<file path="config.mk">
export PLATFORM = sky130hd
export DESIGN_NAME = pll_bringup_seq
export DESIGN_NICKNAME = d
export VERILOG_FILES = /design/src/rtl/pll_bringup_pkg.sv /design/src/rtl/pll_bringup_rates.sv /design/src/rtl/pll_bringup_timer.sv /design/src/rtl/pll_bringup_fsm.sv /design/src/rtl/pll_bringup_seq.sv
export SDC_FILE = /design/constraint.sdc
export NUM_CORES = 1
export LEC_CHECK = 0
export BUFFER_PORTS_ARGS = -buffer_cell sky130_fd_sc_hd__buf_2
export CAP_MARGIN = 20
export CORE_MARGIN = 10
export CORE_UTILIZATION = 40
export DETAILED_ROUTE_END_ITERATION = 6
export GPL_TIMING_DRIVEN = 0
export PLACE_DENSITY_LB_ADDON = 0.25
export SLEW_MARGIN = 20
export SYNTH_ARGS = -nofsm -noshare
export SYNTH_HDL_FRONTEND = slang
export SYNTH_SLANG_ARGS = --single-unit
</file>
<file path="constraint.sdc">
create_clock -name clk -period 2.77 [get_ports clk]
set_clock_uncertainty 0.05 [all_clocks]
set_input_delay 0.831 -clock clk [delete_from_list [all_inputs] [get_ports clk]]
set_output_delay 0.831 -clock clk [all_outputs]
set_load 0.1 [all_outputs]
</file>
<file path="src/rtl/pll_bringup_pkg.sv">
package pll_bringup_pkg;

    localparam int DATA_W    = 32;
    localparam int ADDR_W    = 8;
    localparam int IDX_W     = 3;
    localparam int NUM_RATES = 6;
    localparam int NUM_STEPS = 5;
    localparam int STEP_W    = $clog2(NUM_STEPS);

    localparam logic [ADDR_W-1:0] A_STAT = 8'h04;
    localparam logic [ADDR_W-1:0] A_GO   = 8'h08;
    localparam logic [ADDR_W-1:0] A_CFG1 = 8'h0C;
    localparam logic [ADDR_W-1:0] A_CFG2 = 8'h10;
    localparam logic [ADDR_W-1:0] A_CFG3 = 8'h14;
    localparam logic [ADDR_W-1:0] A_CFG4 = 8'h20;

    localparam int B_LOCK    = 1;
    localparam int B_LDO_OFF = 15;
    localparam int B_OSC_OFF = 16;
    localparam int B_IDLE    = 0;

    typedef struct packed {
        logic [11:0] m;
        logic [7:0]  n;
        logic [2:0]  freq;
        logic [7:0]  sd;
        logic [17:0] mf;
    } div_t;

    typedef enum logic [1:0] {
        ERR_NONE    = 2'd0,
        ERR_TIMEOUT = 2'd1,
        ERR_BADRATE = 2'd2
    } err_e;

    typedef enum logic [3:0] {
        S_IDLE, S_RD_CFG2, S_CLR_IDLE, S_WAIT_UNIDLE, S_RD_STAT,
        S_RMW_RD, S_RMW_WR, S_GO, S_WAIT_LOCK, S_EX_RD, S_EX_WR, S_WAIT_PD
    } st_e;

    function automatic logic [ADDR_W-1:0] step_addr(input logic [STEP_W-1:0] s);
        case (s)
            3'd0:    return A_CFG1;
            3'd1:    return A_CFG2;
            3'd2:    return A_CFG1;
            3'd3:    return A_CFG4;
            default: return A_CFG3;
        endcase
    endfunction

    function automatic int step_lsb(input logic [STEP_W-1:0] s);
        case (s)
            3'd0:    return 1;
            3'd1:    return 1;
            3'd2:    return 9;
            3'd3:    return 0;
            default: return 10;
        endcase
    endfunction

    function automatic int step_width(input logic [STEP_W-1:0] s);
        case (s)
            3'd0:    return 8;
            3'd1:    return 3;
            3'd2:    return 12;
            3'd3:    return 18;
            default: return 8;
        endcase
    endfunction

    function automatic logic [DATA_W-1:0] step_val(input logic [STEP_W-1:0] s, input div_t d);
        case (s)
            3'd0:    return DATA_W'(d.n);
            3'd1:    return DATA_W'(d.freq);
            3'd2:    return DATA_W'(d.m);
            3'd3:    return DATA_W'(d.mf);
            default: return DATA_W'(d.sd);
        endcase
    endfunction

    function automatic logic [DATA_W-1:0] merge_field(input logic [DATA_W-1:0] old,
                                                      input logic [STEP_W-1:0] s,
                                                      input div_t d);
        logic [DATA_W-1:0] mask;
        mask = ((DATA_W'(1) << step_width(s)) - DATA_W'(1)) << step_lsb(s);
        return (old & ~mask) | ((step_val(s, d) << step_lsb(s)) & mask);
    endfunction

endpackage

</file>
<file path="src/rtl/pll_bringup_rates.sv">
module pll_bringup_rates
    import pll_bringup_pkg::*;
(
    input  logic             sata,
    input  logic [IDX_W-1:0] idx,
    input  logic             vld,
    output div_t             div,
    output logic             ok
);

    localparam int MAX_IDX = NUM_RATES - 1;

    div_t usb_d;
    div_t sata_d;

    assign ok = vld && (int'(idx) <= MAX_IDX);

    always_comb begin
        usb_d = '{m: 12'd1250, n: 8'd5, freq: 3'd4, sd: 8'd20, mf: 18'd0};
        case (idx)
            3'd0: usb_d = '{m: 12'd1250, n: 8'd5,  freq: 3'd4, sd: 8'd20, mf: 18'd0};
            3'd1: usb_d = '{m: 12'd3125, n: 8'd20, freq: 3'd4, sd: 8'd20, mf: 18'd0};
            3'd2: usb_d = '{m: 12'd1172, n: 8'd8,  freq: 3'd4, sd: 8'd20, mf: 18'd65537};
            3'd3: usb_d = '{m: 12'd1000, n: 8'd7,  freq: 3'd4, sd: 8'd10, mf: 18'd0};
            3'd4: usb_d = '{m: 12'd1250, n: 8'd12, freq: 3'd4, sd: 8'd20, mf: 18'd0};
            3'd5: usb_d = '{m: 12'd3125, n: 8'd47, freq: 3'd4, sd: 8'd20, mf: 18'd92843};
            default: ;
        endcase
    end

    always_comb begin
        sata_d = '{m: 12'd1000, n: 8'd7, freq: 3'd4, sd: 8'd6, mf: 18'd0};
        case (idx)
            3'd1: sata_d.m = 12'd714;
            3'd2: sata_d.m = 12'd625;
            3'd3: sata_d.m = 12'd600;
            3'd4: sata_d.m = 12'd461;
            3'd5: sata_d.m = 12'd312;
            default: ;
        endcase
    end

    assign div = sata ? sata_d : usb_d;

endmodule

</file>
<file path="src/rtl/pll_bringup_timer.sv">
module pll_bringup_timer #(
    parameter int unsigned LIMIT = 1000
) (
    input  logic clk,
    input  logic rst,
    input  logic run,
    output logic expired
);

    localparam int CNT_W = $clog2(LIMIT + 1);
    localparam logic [CNT_W-1:0] LIM = CNT_W'(LIMIT);

    logic [CNT_W-1:0] cnt;

    always_ff @(posedge clk) begin
        if (rst || !run) cnt <= '0;
        else if (cnt != LIM) cnt <= cnt + 1'b1;
    end

    assign expired = (cnt == LIM);

    // the timeout can only be reached after the wait has been running
    a_r7_expiry_needs_run: assert property (@(posedge clk) disable iff (rst)
        $rose(expired) |-> $past(run));

endmodule

</file>
<file path="src/rtl/pll_bringup_fsm.sv">
module pll_bringup_fsm
    import pll_bringup_pkg::*;
(
    input  logic              clk,
    input  logic              rst,
    input  logic              init_req,
    input  logic              exit_req,
    input  logic              sata_mode,
    input  logic [IDX_W-1:0]  rate_idx,
    input  logic              rate_vld,
    output logic              sel_sata,
    output logic [IDX_W-1:0]  sel_idx,
    output logic              sel_vld,
    input  div_t              div,
    input  logic              rate_ok,
    output logic              tmr_run,
    input  logic              tmr_expired,
    output logic              busy,
    output logic              done,
    output logic              err,
    output logic [1:0]        err_code,
    output logic              bus_req,
    output logic              bus_we,
    output logic [ADDR_W-1:0] bus_addr,
    output logic [DATA_W-1:0] bus_wdata,
    input  logic              bus_ack,
    input  logic [DATA_W-1:0] bus_rdata
);

    st_e               st;
    logic [DATA_W-1:0] rd_q;
    logic [STEP_W-1:0] step;
    logic              late_q;
    logic              done_q, err_q;
    err_e              code_q;

    assign sel_sata = sel_sata_q;
    assign sel_idx  = idx_q;
    assign sel_vld  = vld_q;
    logic              sel_sata_q;
    logic [IDX_W-1:0]  idx_q;
    logic              vld_q;

    always_ff @(posedge clk) begin
        if (rst) begin
            st         <= S_IDLE;
            rd_q       <= '0;
            step       <= '0;
            late_q     <= 1'b0;
            sel_sata_q <= 1'b0;
            idx_q      <= '0;
            vld_q      <= 1'b0;
            done_q     <= 1'b0;
            err_q      <= 1'b0;
            code_q     <= ERR_NONE;
        end else begin
            done_q <= 1'b0;
            err_q  <= 1'b0;
            if (bus_ack && !bus_we) rd_q <= bus_rdata;
            case (st)
                S_IDLE: begin
                    if (init_req) begin
                        sel_sata_q <= sata_mode;
                        idx_q      <= rate_idx;
                        vld_q      <= rate_vld;
                        late_q     <= 1'b0;
                        st         <= S_RD_CFG2;
                    end else if (exit_req) begin
                        sel_sata_q <= sata_mode;
                        if (sata_mode) begin
                            done_q <= 1'b1;
                            code_q <= ERR_NONE;
                        end else begin
                            st <= S_EX_RD;
                        end
                    end
                end
                S_RD_CFG2: if (bus_ack)
                    st <= bus_rdata[B_IDLE] ? S_CLR_IDLE : S_RD_STAT;
                S_CLR_IDLE: if (bus_ack) st <= S_WAIT_UNIDLE;
                S_WAIT_UNIDLE: if (bus_ack) begin
                    if (bus_rdata[B_LOCK]) st <= S_RD_STAT;
                    else if (tmr_expired) begin
                        late_q <= 1'b1;
                        st     <= S_RD_STAT;
                    end
                end
                S_RD_STAT: if (bus_ack) begin
                    if (bus_rdata[B_LOCK]) begin
                        st     <= S_IDLE;
                        done_q <= !late_q;
                        err_q  <= late_q;
                        code_q <= late_q ? ERR_TIMEOUT : ERR_NONE;
                    end else if (!rate_ok) begin
                        st     <= S_IDLE;
                        err_q  <= 1'b1;
                        code_q <= ERR_BADRATE;
                    end else begin
                        step <= '0;
                        st   <= S_RMW_RD;
                    end
                end
                S_RMW_RD: if (bus_ack) st <= S_RMW_WR;
                S_RMW_WR: if (bus_ack) begin
                    if (int'(step) == NUM_STEPS - 1) st <= S_GO;
                    else begin
                        step <= step + 1'b1;
                        st   <= S_RMW_RD;
                    end
                end
                S_GO: if (bus_ack) st <= S_WAIT_LOCK;
                S_WAIT_LOCK: if (bus_ack) begin
                    if (bus_rdata[B_LOCK] || tmr_expired) begin
                        st <= S_IDLE;
                        if (bus_rdata[B_LOCK] && !late_q) begin
                            done_q <= 1'b1;
                            code_q <= ERR_NONE;
                        end else begin
                            err_q  <= 1'b1;
                            code_q <= ERR_TIMEOUT;
                        end
                    end
                end
                S_EX_RD: if (bus_ack) st <= S_EX_WR;
                S_EX_WR: if (bus_ack) st <= S_WAIT_PD;
                S_WAIT_PD: if (bus_ack) begin
                    if (bus_rdata[B_LDO_OFF] && bus_rdata[B_OSC_OFF]) begin
                        st     <= S_IDLE;
                        done_q <= 1'b1;
                        code_q <= ERR_NONE;
                    end else if (tmr_expired) begin
                        st     <= S_IDLE;
                        err_q  <= 1'b1;
                        code_q <= ERR_TIMEOUT;
                    end
                end
                default: st <= S_IDLE;
            endcase
        end
    end

    always_comb begin
        bus_req   = (st != S_IDLE);
        bus_we    = 1'b0;
        bus_addr  = A_STAT;
        bus_wdata = '0;
        case (st)
            S_RD_CFG2, S_EX_RD: bus_addr = A_CFG2;
            S_CLR_IDLE: begin
                bus_we    = 1'b1;
                bus_addr  = A_CFG2;
                bus_wdata = rd_q & ~(DATA_W'(1) << B_IDLE);
            end
            S_EX_WR: begin
                bus_we    = 1'b1;
                bus_addr  = A_CFG2;
                bus_wdata = rd_q | (DATA_W'(1) << B_IDLE);
            end
            S_RMW_RD: bus_addr = step_addr(step);
            S_RMW_WR: begin
                bus_we    = 1'b1;
                bus_addr  = step_addr(step);
                bus_wdata = merge_field(rd_q, step, div);
            end
            S_GO: begin
                bus_we    = 1'b1;
                bus_addr  = A_GO;
                bus_wdata = DATA_W'(1);
            end
            default: ;
        endcase
    end

    assign tmr_run  = (st == S_WAIT_UNIDLE) || (st == S_WAIT_LOCK) || (st == S_WAIT_PD);
    assign busy     = (st != S_IDLE);
    assign done     = done_q;
    assign err      = err_q;
    assign err_code = code_q;

    // a pending request holds its address, direction and data until acknowledged
    a_r2_req_held: assert property (@(posedge clk) disable iff (rst)
        (bus_req && !bus_ack) |=> (bus_req && $stable(bus_addr) && $stable(bus_we) && $stable(bus_wdata)));

    // the only value ever written to the start register is 1
    a_r6_go_value: assert property (@(posedge clk) disable iff (rst)
        (bus_req && bus_we && bus_addr == A_GO) |-> (bus_wdata == DATA_W'(1)));

    // configuration other than the idle word is written only with a supported rate
    a_r8_no_write_bad_rate: assert property (@(posedge clk) disable iff (rst)
        (bus_req && bus_we && bus_addr != A_CFG2) |-> rate_ok);

    // single-cycle, mutually exclusive completion pulses
    a_r13_done_pulse: assert property (@(posedge clk) disable iff (rst)
        done |=> !done);
    a_r13_err_pulse: assert property (@(posedge clk) disable iff (rst)
        err |=> !err);
    a_r13_exclusive: assert property (@(posedge clk) disable iff (rst)
        !(done && err));

    // SATA-style exit finishes without leaving idle
    a_r11_sata_exit: assert property (@(posedge clk) disable iff (rst)
        (!busy && !init_req && exit_req && sata_mode) |=> (done && !bus_req));

endmodule

</file>
<file path="src/rtl/pll_bringup_seq.sv">
module pll_bringup_seq
    import pll_bringup_pkg::*;
#(
    parameter int unsigned CLK_FREQ_HZ = 100_000_000,
    parameter int unsigned TIMEOUT_MS  = 100
) (
    input  logic        clk,
    input  logic        rst,
    input  logic        init_req,
    input  logic        exit_req,
    input  logic        sata_mode,
    input  logic [2:0]  rate_idx,
    input  logic        rate_vld,
    output logic        busy,
    output logic        done,
    output logic        err,
    output logic [1:0]  err_code,
    output logic        bus_req,
    output logic        bus_we,
    output logic [7:0]  bus_addr,
    output logic [31:0] bus_wdata,
    input  logic        bus_ack,
    input  logic [31:0] bus_rdata
);

    localparam int unsigned TIMEOUT_CYC = (CLK_FREQ_HZ / 1000) * TIMEOUT_MS;

    logic             sel_sata, sel_vld, rate_ok, tmr_run, tmr_expired;
    logic [IDX_W-1:0] sel_idx;
    div_t             div;

    pll_bringup_rates u_rates (
        .sata (sel_sata),
        .idx  (sel_idx),
        .vld  (sel_vld),
        .div  (div),
        .ok   (rate_ok)
    );

    pll_bringup_timer #(.LIMIT(TIMEOUT_CYC)) u_timer (
        .clk     (clk),
        .rst     (rst),
        .run     (tmr_run),
        .expired (tmr_expired)
    );

    pll_bringup_fsm u_fsm (
        .clk         (clk),
        .rst         (rst),
        .init_req    (init_req),
        .exit_req    (exit_req),
        .sata_mode   (sata_mode),
        .rate_idx    (rate_idx),
        .rate_vld    (rate_vld),
        .sel_sata    (sel_sata),
        .sel_idx     (sel_idx),
        .sel_vld     (sel_vld),
        .div         (div),
        .rate_ok     (rate_ok),
        .tmr_run     (tmr_run),
        .tmr_expired (tmr_expired),
        .busy        (busy),
        .done        (done),
        .err         (err),
        .err_code    (err_code),
        .bus_req     (bus_req),
        .bus_we      (bus_we),
        .bus_addr    (bus_addr),
        .bus_wdata   (bus_wdata),
        .bus_ack     (bus_ack),
        .bus_rdata   (bus_rdata)
    );

endmodule

</file>
**Word level (Yosys, flattened, before mapping)**

Cells that the tools add are included.

- Flip-flop bits (word level): 73

- Add/subtract/negate cells: 3
- Magnitude comparators: 1
- Equal/unequal tests: 48
- Shift operators: 3
- Multiplexer cells: 85
- Bitwise gates (word level): 4
- Reduce and logical (&&, ||, !) cells: 29

Operator list:

| kind | number |
|---|---|
| $pmux W49 S5 | 1 |
| $pmux W32 S4 | 1 |
| $mux W32 | 3 |
| $mux W4 | 20 |
| $pmux W18 S4 | 1 |
| $and A32 B32 Y32 | 2 |
| $shl A32 B32 Y32 | 2 |
| $pmux W10 S5 | 1 |
| $mux W49 | 1 |
| $pmux W4 S12 | 1 |
| $ne A2 B2 Y1 const B | 18 |
| $not A32 Y32 | 1 |
| $or A32 B32 Y32 | 1 |
| $shl A1 B32 Y32 const A | 1 |
| $sub A32 B2 Y32 const B | 1 |
| $mux W1 | 28 |
| $add A24 B1 Y24 const B | 1 |
| $eq A24 B24 Y1 const B | 1 |
| $mux W2 | 12 |
| $ne A24 B24 Y1 const B | 1 |
| $pmux W8 S3 | 1 |
| $mux W3 | 7 |
| $pmux W6 S3 | 1 |
| $eq A4 B3 Y1 const B | 4 |
| 33 further kinds | 62 |

**Longest topological paths before layout**

Gate-level depths: netlist (run 1).

- Word-level depth: 10
- Depth in mapped cells: 10
- Gate-level depth less buffers: 7

**Cells and area by module**

From an unflattened synthesis (run 1), not the netlist that was laid out.

- Cell total of the unflattened synthesis: 822
- Area, all modules: 5,734.2 um^2

Modules (own cells, without submodules):

| module | instances | cells an instance | area each (um^2) | sequential area each (um^2) |
|---|---|---|---|---|
| pll_bringup_fsm | 1 | 597 | 4,020.1 | 980.9 |
| pll_bringup_timer | 1 | 142 | 1,196.1 | 480.5 |
| pll_bringup_rates | 1 | 83 | 518.0 | 0.0 |

**Worst setup path after synthesis (run 1)**

Ideal clock, no wire load.

- Kind: reg2out
- Start: register u_fsm.step[2]
- End: output port bus_wdata[25]
- Arrival: 4,475 ps
- Required time: 1,889 ps
- Slack: -2,586 ps
- Stages on the path, launching flop included: 8
- Path buffers: 3
- Cells stage by stage: dfxtp_1 buf_2 clkinv_1 ha_1 clkbuf_1 clkbuf_1 nand2_1 o41ai_1

- Word-level cells in the longest chain between the ends: 10
- Elaborated cells on any way between the ends: 20
- Those cells by class: add/sub (1); eq/ne (3); shift (3); mux (7); bitwise (4); reduce/logical (2)

Ends and longest elaborated chain:

| element | line | RTL |
|---|---|---|
| start, declared | pll_bringup_fsm.sv:32 | `logic [STEP_W-1:0] step;` |
| start signal, assigned | pll_bringup_fsm.sv:107 | `step <= step + 1'b1;` |
| $eq A3 B2 Y1 or $eq A3 B1 Y1 (tied branches) | pll_bringup_pkg.sv:52, pll_bringup_pkg.sv:62, pll_bringup_pkg.sv:72 |  |
| $pmux W5 S3 | pll_bringup_pkg.sv:62 | `case (s)` |
| $mux W32 | pll_bringup_fsm.sv:147 | `case (st)` |
| $shl A1 B32 Y32 | pll_bringup_pkg.sv:85 | `mask = ((DATA_W'(1) << step_width(s)) - DATA_W'(1)) << step_lsb(s);` |
| $sub A32 B2 Y32 | pll_bringup_pkg.sv:85 |  |
| $shl A32 B32 Y32 | pll_bringup_pkg.sv:85 |  |
| $not A32 Y32 | pll_bringup_pkg.sv:86 | `return (old & ~mask) \| ((step_val(s, d) << step_lsb(s)) & mask);` |
| $and A32 B32 Y32 | pll_bringup_pkg.sv:86 |  |
| $or A32 B32 Y32 * | pll_bringup_pkg.sv:86 |  |
| $pmux W32 S4 * | pll_bringup_fsm.sv:147 |  |
| end, declared | pll_bringup_seq.sv:21 | `output logic [31:0] bus_wdata,` |

Mark *: on every way between the ends. The rest lies on a longest branch, timed or not. The select of a mux whose other input is x is not followed.

**Worst setup path after layout (run 1)**

- Start: register u_fsm.step[0]
- End: output port bus_wdata[8]

The elaborated chain is that of the path after synthesis.

==> results of run 1 <==
-- worst max-delay path, stage by stage, from the launching register on --
cell	delay, ns
dfxtp_4	0.38
ha_4	0.17
ha_4	0.17
clkbuf_16	0.16
buf_4	0.15
a21boi_0	0.26
a311oi_2	0.10
o21ai_1	0.25
nand2_1	0.14
o21ai_4	0.11
buf_12	0.20
-- logic make-up (layout without fill, tap and decap cells) --
kind of cell,after synthesis,after routing
xor gates and xnor gates,23,23
DFF,73,73
AOI/OAI and AO/OA,202,202
muxes,16,16
and+or+nand+nor,305,305
adders and majority gates,9,9
buffers and inverters,81,226
other,2,6
-- cell usage after synthesis (4+ instances only) --
cell        n
dfxtp_1    73
nand2_1   112
a21boi_0    6
o21a_1      6
a21oi_1    70
a22oi_1     5
ha_1        8
a211oi_1    5
nor2_1     64
clkbuf_1   42
o211ai_1    6
nor4_1      5
nor3_1     15
nor2b_1    21
inv_1      21
a31oi_1     4
buf_1       5
o22ai_1     6
xnor2_1    14
and3_1      4
nor3b_1     6
and2_1      5
nand4_1     9
o21ai_0    46
or3_1      12
nand3_1    20
buf_2       7
nand2b_1    9
a32o_1      7
xor2_1      9
buf_4       5
mux2i_1    14
a21o_1      6
-- area by class of cell --
class | count | area (um2)
multi-input cells | 561 | 4388
fillers | 1005 | 4139
flip-flops and latches | 73 | 1479
repair buffers | 130 | 1349
plain buffers | 58 | 505.5
clock buffers | 10 | 239.0
well taps | 172 | 215.2
inverters | 22 | 107.6
clock inverters | 6 | 95.09
-- how the worst max path moves through the flow --
stage | startpoint | end | slack, ns | cells past startpoint
5_1_grt | u_fsm.step[0] | bus_wdata[4] | -0.61 | 10
6_report | u_fsm.step[0] | bus_wdata[8] | -0.55 | 10
3_3_place_gp | u_fsm.step[1] | bus_wdata[3] | -0.68 | 8
3_5_place_dp | u_fsm.step[1] | bus_wdata[14] | -0.70 | 8
2_1_floorplan | u_fsm.step[0] | bus_wdata[16] | -0.83 | 9
4_1_cts | u_fsm.step[0] | bus_wdata[14] | -0.51 | 8
-- registers in the layout, summed over array words and instances, names as in the netlist --
signal,cells
u_fsm.sel_sata,1
u_timer.cnt,24
u_fsm.rd_q,32
u_fsm.step,3
u_fsm.done,1
u_fsm.err_code,2
u_fsm.err,1
u_fsm.st,4
u_fsm.sel_idx,3
u_fsm.late_q,1
u_fsm.sel_vld,1
-- power groups by stage --
stage | Clock [uW] | Sequential (uW) | Combinational (uW)
after floorplan | 0 | 1310 | 2110
after global placement | 0 | 1260 | 2660
after detailed placement | 0 | 1270 | 2680
after CTS | 1330 | 1250 | 3090
after global routing | 1390 | 1280 | 3440
final | 1320 | 1270 | 3280
-- per-stage QoR --
stage                     TNS (ns)  hold slack [ns]  setup WS, ns
final                       -12.54           0.4111       -0.5543
after global routing        -14.56           0.4367       -0.6077
after CTS                   -11.67           0.4079       -0.5123
after detailed placement    -15.68           0.3996       -0.7040
after global placement      -15.49           0.3928       -0.6770
after floorplan             -4.833           0.3829       -0.8256
-- cell usage in the layout, fill, tap and decap left out, types with 13 or more instances in the layout --
cell type,count
a21oi_1,55
buf_12,34
buf_2,51
buf_4,48
clkbuf_1,20
clkbuf_16,14
dfxtp_1,65
inv_1,17
mux2i_1,14
nand2_1,99
nand3_1,16
nor2_1,53
nor2b_4,13
o21ai_0,20
xnor2_1,13
-- routing by layer --
metal | wire length (um) | GRT usage | vias up
met5 | 0 | 0 | -
met2 | 10530 | 0.3910 | 233
met1 | 8727 | 0.2713 | 2890
met4 | 655 | 0.08496 | 0
li1 | - | - | 2803
met3 | 1379 | 0.05034 | 52
-- timing repair --
item | CTS | global route
pin swaps | 30 | 41
gates cloned | 4 | 0
setup buffers | 25 | 18
endpoints found under the setup margin | 39 | 38
resized for setup | 261 | 92
==> impl_summary.txt, run 1 <==
----------------------------------------------------
[Run status]
  Outcome ... finished with violations
  Violated checks ... negative setup slack

[STA]
  Clock period minus worst slack ... 3.324 ns
  RSZ-0062 raised after global routing ... true
  Final cycle utilization of the critical path ... 1.200
  Fin. max-slew vios ... 0
  Final-report hold violation count ... 0
  PnR worst setup slack ... -0.5543 ns
  Highest achievable clock rate ... 300.8 MHz
  Worst Max-Slew Pin Slew ... slightly below 0.7 ns
  Total setup violations reported at the end of the flow ... 35
  Relative slew slack ... 0.5377

[Clock network]
  Clock input transition at the sequential cells of the worst setup and hold paths ... 0.06 ns
  TritonCTS clock tree ... yes
  Buffer depth of the longest clock path ... 2
  H-tree depth ... 3
  TritonCTS Sinks ... 73
  Hold-fix buffers at CTS ... 0
  Clock network latency to the later pin of the worst-skew pair ... 0.35 ns
  Clock buffers created by TritonCTS ... 9
  Root buffer cell ... clkbuf_16

[Placed design]
  IO Port Bufs ... 83
  Routability Congestion ... 0.9386
  DP Area ... 6334 um2
  Detail Placement HPWL ... 14.67 mm
  Placed cell count ... 970

[Route]
  Ratio of routed vias to standard cells ... 5.793
  Mean routed wirelength per cell ... 20.63 um
  Pre-Repair DR Iteration Count ... 5
  Post-detailed-route DRC marker count ... 0
  Total vias in the final route ... 5978
  Final routed wirelength across all metal layers ... around 21 mm
  1st-iter DRT viols ... 597
  Antenna viol nets, final ... 0

[Synthesis]
  Largest family of logic cells by synthesized area ... simple AND/OR/NAND/NOR gates
  Post-Synthesis Mean Instance Area ... 7.129 um2
  Multiplexer share of the synthesized area ... 0.03357
  Mapped Area ... 5069 um2
  Register area share after synthesis ... 0.2883
  Post-synthesis adder-cell area fraction ... 0.02172
  Post-synthesis sequential element count ... between 70 and 80
  Number of synthesized flops with an enable pin ... 0
  Fraction of synthesis flops using an asynchronous set or reset pin ... 0
  Compound-cell area share of the yosys netlist ... 0.2540
  Cell taking the most area after synthesis ... dfxtp_1
  Portion of synthesized cell area occupied by the leading cell type ... 0.2883
  Number of distinct library cell variants in the gate-level netlist after synthesis ... 75
  Most used flip-flop cell after synthesis ... dfxtp_1
  Number of warnings issued by yosys ... 0
  Xor/xnor cell area share of the yosys netlist ... 0.03974
  Cells taking the most area after synthesis ... dfxtp_1 (29%), nand2_1 (8.3%), a21oi_1 (6.9%), nor2_1 (4.7%), o21ai_0 (4.5%)
  Number of cells produced by synthesis ... 711
  Simple logic cell fraction of the synthesized area ... 0.2957

[Critical path]
  Flop2flop setup slack ... 0.45 ns
  Crit. End Element ... primary output
  Critical path fanouts, max ... 5
  Required time of the worst setup path ... 1.89 ns
  Reg-to-Reg Start ... u_fsm.st[0]
  FF-to-FF End ... u_fsm.step[0]
  Worst Path Class, Setup ... reg2out
  Worst Reg2Reg Path Length in Cells ... 8
  Data arrival, critical path ... ~2.4 ns
  Startpoint kind of the worst setup timing path ... register

[Final layout]
  Final design area excluding fillers ... 8378 um2
  Post-route insts no fill ... 1032
  Net count reported at finish ... 905
  Synth-to-layout area growth ... 65.29%
  Fraction of the core area covered by cells at the end of the flow ... 0.6693
  Fraction of layout instances using a drive strength above 1 ... 0.4070
  Antenna Diode Count ... 0

[Power]
  Total Power ... 5861 uW
  Share of total power consumed by net switching ... 0.4696
  P_sw ... 2752 uW
  Share of total power in combinational logic ... 0.559
  Max IR drop VDD ... 0.0007011 V
  Pwr/cell area ... 699.6 nW/um2
  Int Power ... 3109 uW
  Leakage power ... 0.003169 uW
  Flop pwr share ... 0.216
  Power share of the clock group ... 0.225

[Floorplanning]
  Starting utilization of the core area ... 0.4049
  Die Area ... 17570 um2
  Number of ports placed on the die boundary ... around 90
  DIE HEIGHT ... 132.6 um
  Placement row count ... 41
  Die X ... roughly 130 um
  Core area ... approximately 13000 um2

[Min path]
  Class of the worst hold path ... reg2reg
  Cell depth of the worst min-delay path ... 2
  Launch instance of the worst min-delay path ... u_fsm.rd_q[5]
  Worst hold path endpoint ... u_fsm.rd_q[5]

[GRT]
  Maximum number of pins on one net before global-route repair ... 15
  Total grt overflow ... 0
  Via count of the first global-routing pass ... 6026
  Global-route wire length before repair ... approximately 33 mm
  Antenna violations before repair ... 0
  GRT Resource Usage Total ... 0.2279

[Flow run]
  Max Cap Violations ... 0

----------------------------------------------------
No activity file was read; power rests on OpenSTA's default activity.
==> run 2: changes to the inputs <==
CELL_PAD_IN_SITES_DETAIL_PLACEMENT = 0   (was not set)
CELL_PAD_IN_SITES_GLOBAL_PLACEMENT = 1   (was not set)
CORE_UTILIZATION = 37   (was 40)
==> run 2 against run 1 <==
Effect of this change:
- the flow still finishes with violations (negative setup slack)
- flip-flop and latch count did not move
- fmax fell by 0.60%
- register-to-register slack improved by 0.09 ns
- clock power fell by 8%
- hold slack got worse by 0.0081 ns
- setup slack got worse by 0.020 ns
- cell area rose by 1.3%
- power fell by 2.5%
- critical path type unchanged
- critical path depth fell by 2
- sequential power barely moved
- combinational power fell by 2%
==> impl_summary.txt, run 2 (synthesized netlist as in run 1, its figures left out) <==
----------------------------------------------------
[Route]
  Antenna viol nets, final ... 0
  Ratio of routed vias to standard cells ... 5.830
  1st-iter DRT viols ... 711
  Final routed wirelength across all metal layers ... 21.24 mm
  Mean routed wirelength per cell ... 20.52 um
  Pre-Repair DR Iteration Count ... 7
  Post-detailed-route DRC marker count ... 0
  Routed length on met1 ... 8.564 mm
  Detailed-routed wire length on met3 ... 1.597 mm
  Total vias in the final route ... approximately 6000
  Metal2 WL ... 10.15 mm
  Highest metal layer with signal wires ... met4

[STA]
  RSZ-0062 raised after global routing ... true
  Worst Max-Slew Pin Slew ... ~0.67 ns
  Final-report hold violation count ... 0
  PnR worst setup slack ... -0.5743 ns
  Relative slew slack ... 0.5528
  Worst Hold Slack ... a little over 0.4 ns
  Highest achievable clock rate ... 299.0 MHz
  Clock period minus worst slack ... 3.344 ns
  Fin. max-slew vios ... 0
  Final cycle utilization of the critical path ... 1.207
  Total setup violations reported at the end of the flow ... 34

[Critical path]
  CP max-delay cell ... or3_4
  Data arrival, critical path ... approximately 2.5 ns
  Crit. End Element ... primary output
  Worst Path Class, Setup ... reg2out
  Required time of the worst setup path ... 1.89 ns
  Maximum cell stage delay along the critical path ... roughly 0.44 ns
  Sequence of cells on the critical path ... inv_4 -> ha_4 -> or3_4 -> nand2_4 -> a21oi_4 -> or3b_4 -> a32o_4 -> buf_12
  Startpoint kind of the worst setup timing path ... register
  Critical path fanouts, max ... 5

[Clock network]
  TritonCTS clock tree ... yes
  H-tree depth ... 3
  Buffer depth of the longest clock path ... 2
  Clock buffers created by TritonCTS ... 9
  TritonCTS Sinks ... 73
  Clock input transition at the sequential cells of the worst setup and hold paths ... 0.06 ns
  Clock network latency to the later pin of the worst-skew pair ... 0.34 ns
  Root buffer cell ... clkbuf_16

[GRT]
  Global-route wire length before repair ... between 30 and 40 mm
  Maximum number of pins on one net before global-route repair ... 13
  Total grt overflow ... 0
  GRT Resource Usage Total ... 0.2119
  Via count of the first global-routing pass ... 5765
  Antenna violations before repair ... 0

[Placed design]
  IO Port Bufs ... 83
  Routability Congestion ... 0.9214
  Placed cell count ... 974
  Detail Placement HPWL ... approximately 14 mm

[Final layout]
  Most used cells in the layout excluding fill and tap cells ... nand2_1 (98), dfxtp_1 (65), a21oi_1 (54), nor2_1 (53), buf_2 (49)
  Commonest non-fill, non-tap cell in the layout ... nand2_1
  Fraction of layout instances using a drive strength above 1 ... 0.4086
  Synth-to-layout area growth ... 67.42%
  Registers with the most flip-flops ... u_fsm.rd_q (32), u_timer.cnt (24), u_fsm.st (4)
  Net count reported at finish ... roughly 910
  Antenna Diode Count ... 0
  Post-route insts no fill ... 1035
  Register with the most flip-flops ... u_fsm.rd_q
  Flip-flop count of the largest register after layout ... 32

[Floorplanning]
  Placement row count ... 42
  Die X ... 137.0 um
  Core area ... 13350 um2
  Die Area ... between 15000 and 20000 um2
  Number of ports placed on the die boundary ... just under 90
  Starting utilization of the core area ... 0.3797
  DIE HEIGHT ... roughly 140 um

[Run status]
  Violated checks ... negative setup slack
  Outcome ... finished with violations

[Power]
  Max IR drop VDD ... 0.001429 V
  Flop pwr share ... 0.224
  Share of total power consumed by net switching ... 0.4690
  Pwr/cell area ... between 600 and 700 nW/um2
  Int Power ... 3033 uW
  Leakage power ... 0.003191 uW
  P_sw ... 2679 uW
  Share of total power in combinational logic ... 0.565
  Power share of the clock group ... 0.211

[Flow run]
  Max Cap Violations ... 0

[Min path]
  Class of the worst hold path ... reg2reg

----------------------------------------------------
[run 2: through the flow]
stage                 util  setup TNS, ns  total power, uW  setup WS, ns  cell area [um2]
floorplan                -         -4.833             3412       -0.8256             5703
global placement    0.4749         -16.53             3914       -0.7164             6339
detailed placement  0.4749         -17.97             3934       -0.7673             6339
CTS                 0.6024         -11.24             5581       -0.5185             8040
global route        0.6357         -14.29             5977       -0.6459             8486
finish              0.6357         -12.39             5713       -0.5743             8486
[run 2: worst paths after layout]
check / cells past startpoint / endpoint / startpoint / slack [ns]
min: 2 / u_fsm.rd_q[21] / u_fsm.rd_q[21] / 0.40
max: 8 / bus_wdata[14] / u_fsm.step[0] / -0.57
max reg2reg: 7 / u_fsm.err / u_timer.cnt[0] / 0.54
min reg2reg: 2 / u_fsm.rd_q[21] / u_fsm.rd_q[21] / 0.40
[run 2: repair_timing]
action / in CTS / in global routing
hold buffers: 0 / 0
buffers inserted: 30 / 14
pin swaps: 35 / 32
endpoints found under the setup margin: 39 / 39
resized for setup: 287 / 74
gates cloned: 4 / 1
[run 2: layer usage]
metal | GRT usage | vias to the layer above
li1 | - | 2805
met1 | 0.2623 | 2834
met2 | 0.3406 | 311
met3 | 0.04765 | 84
met4 | 0.1007 | 0
met5 | 0 | -
[run 2: power groups by stage]
stage	clock network [uW]	registers, uW	logic [uW]
2_1_floorplan	0	1310	2110
3_3_place_gp	0	1260	2650
3_5_place_dp	0	1270	2670
4_1_cts	1230	1270	3080
5_1_grt	1280	1290	3400
6_report	1210	1280	3230
[run 2: final cells by class]
class | count | area, um2
inverter | 22 | 105.1
clock buffer | 11 | 254.0
fill | 1117 | 4862
tap | 176 | 220.2
multi-input combinational | 561 | 4417
timing repair buffer | 131 | 1403
sequential | 73 | 1476
clock inverter | 4 | 51.30
buffer | 57 | 559.3
[run 2: worst max-delay path: cells and delay by family (launching register included)]
| family | cells | cell delay, ns |
|---|---|---|
| compound gates | 2 | 0.38 |
| simple gates | 3 | 0.94 |
| flops | 1 | 0.40 |
| fa+ha+maj | 1 | 0.18 |
| buf+inv | 2 | 0.22 |
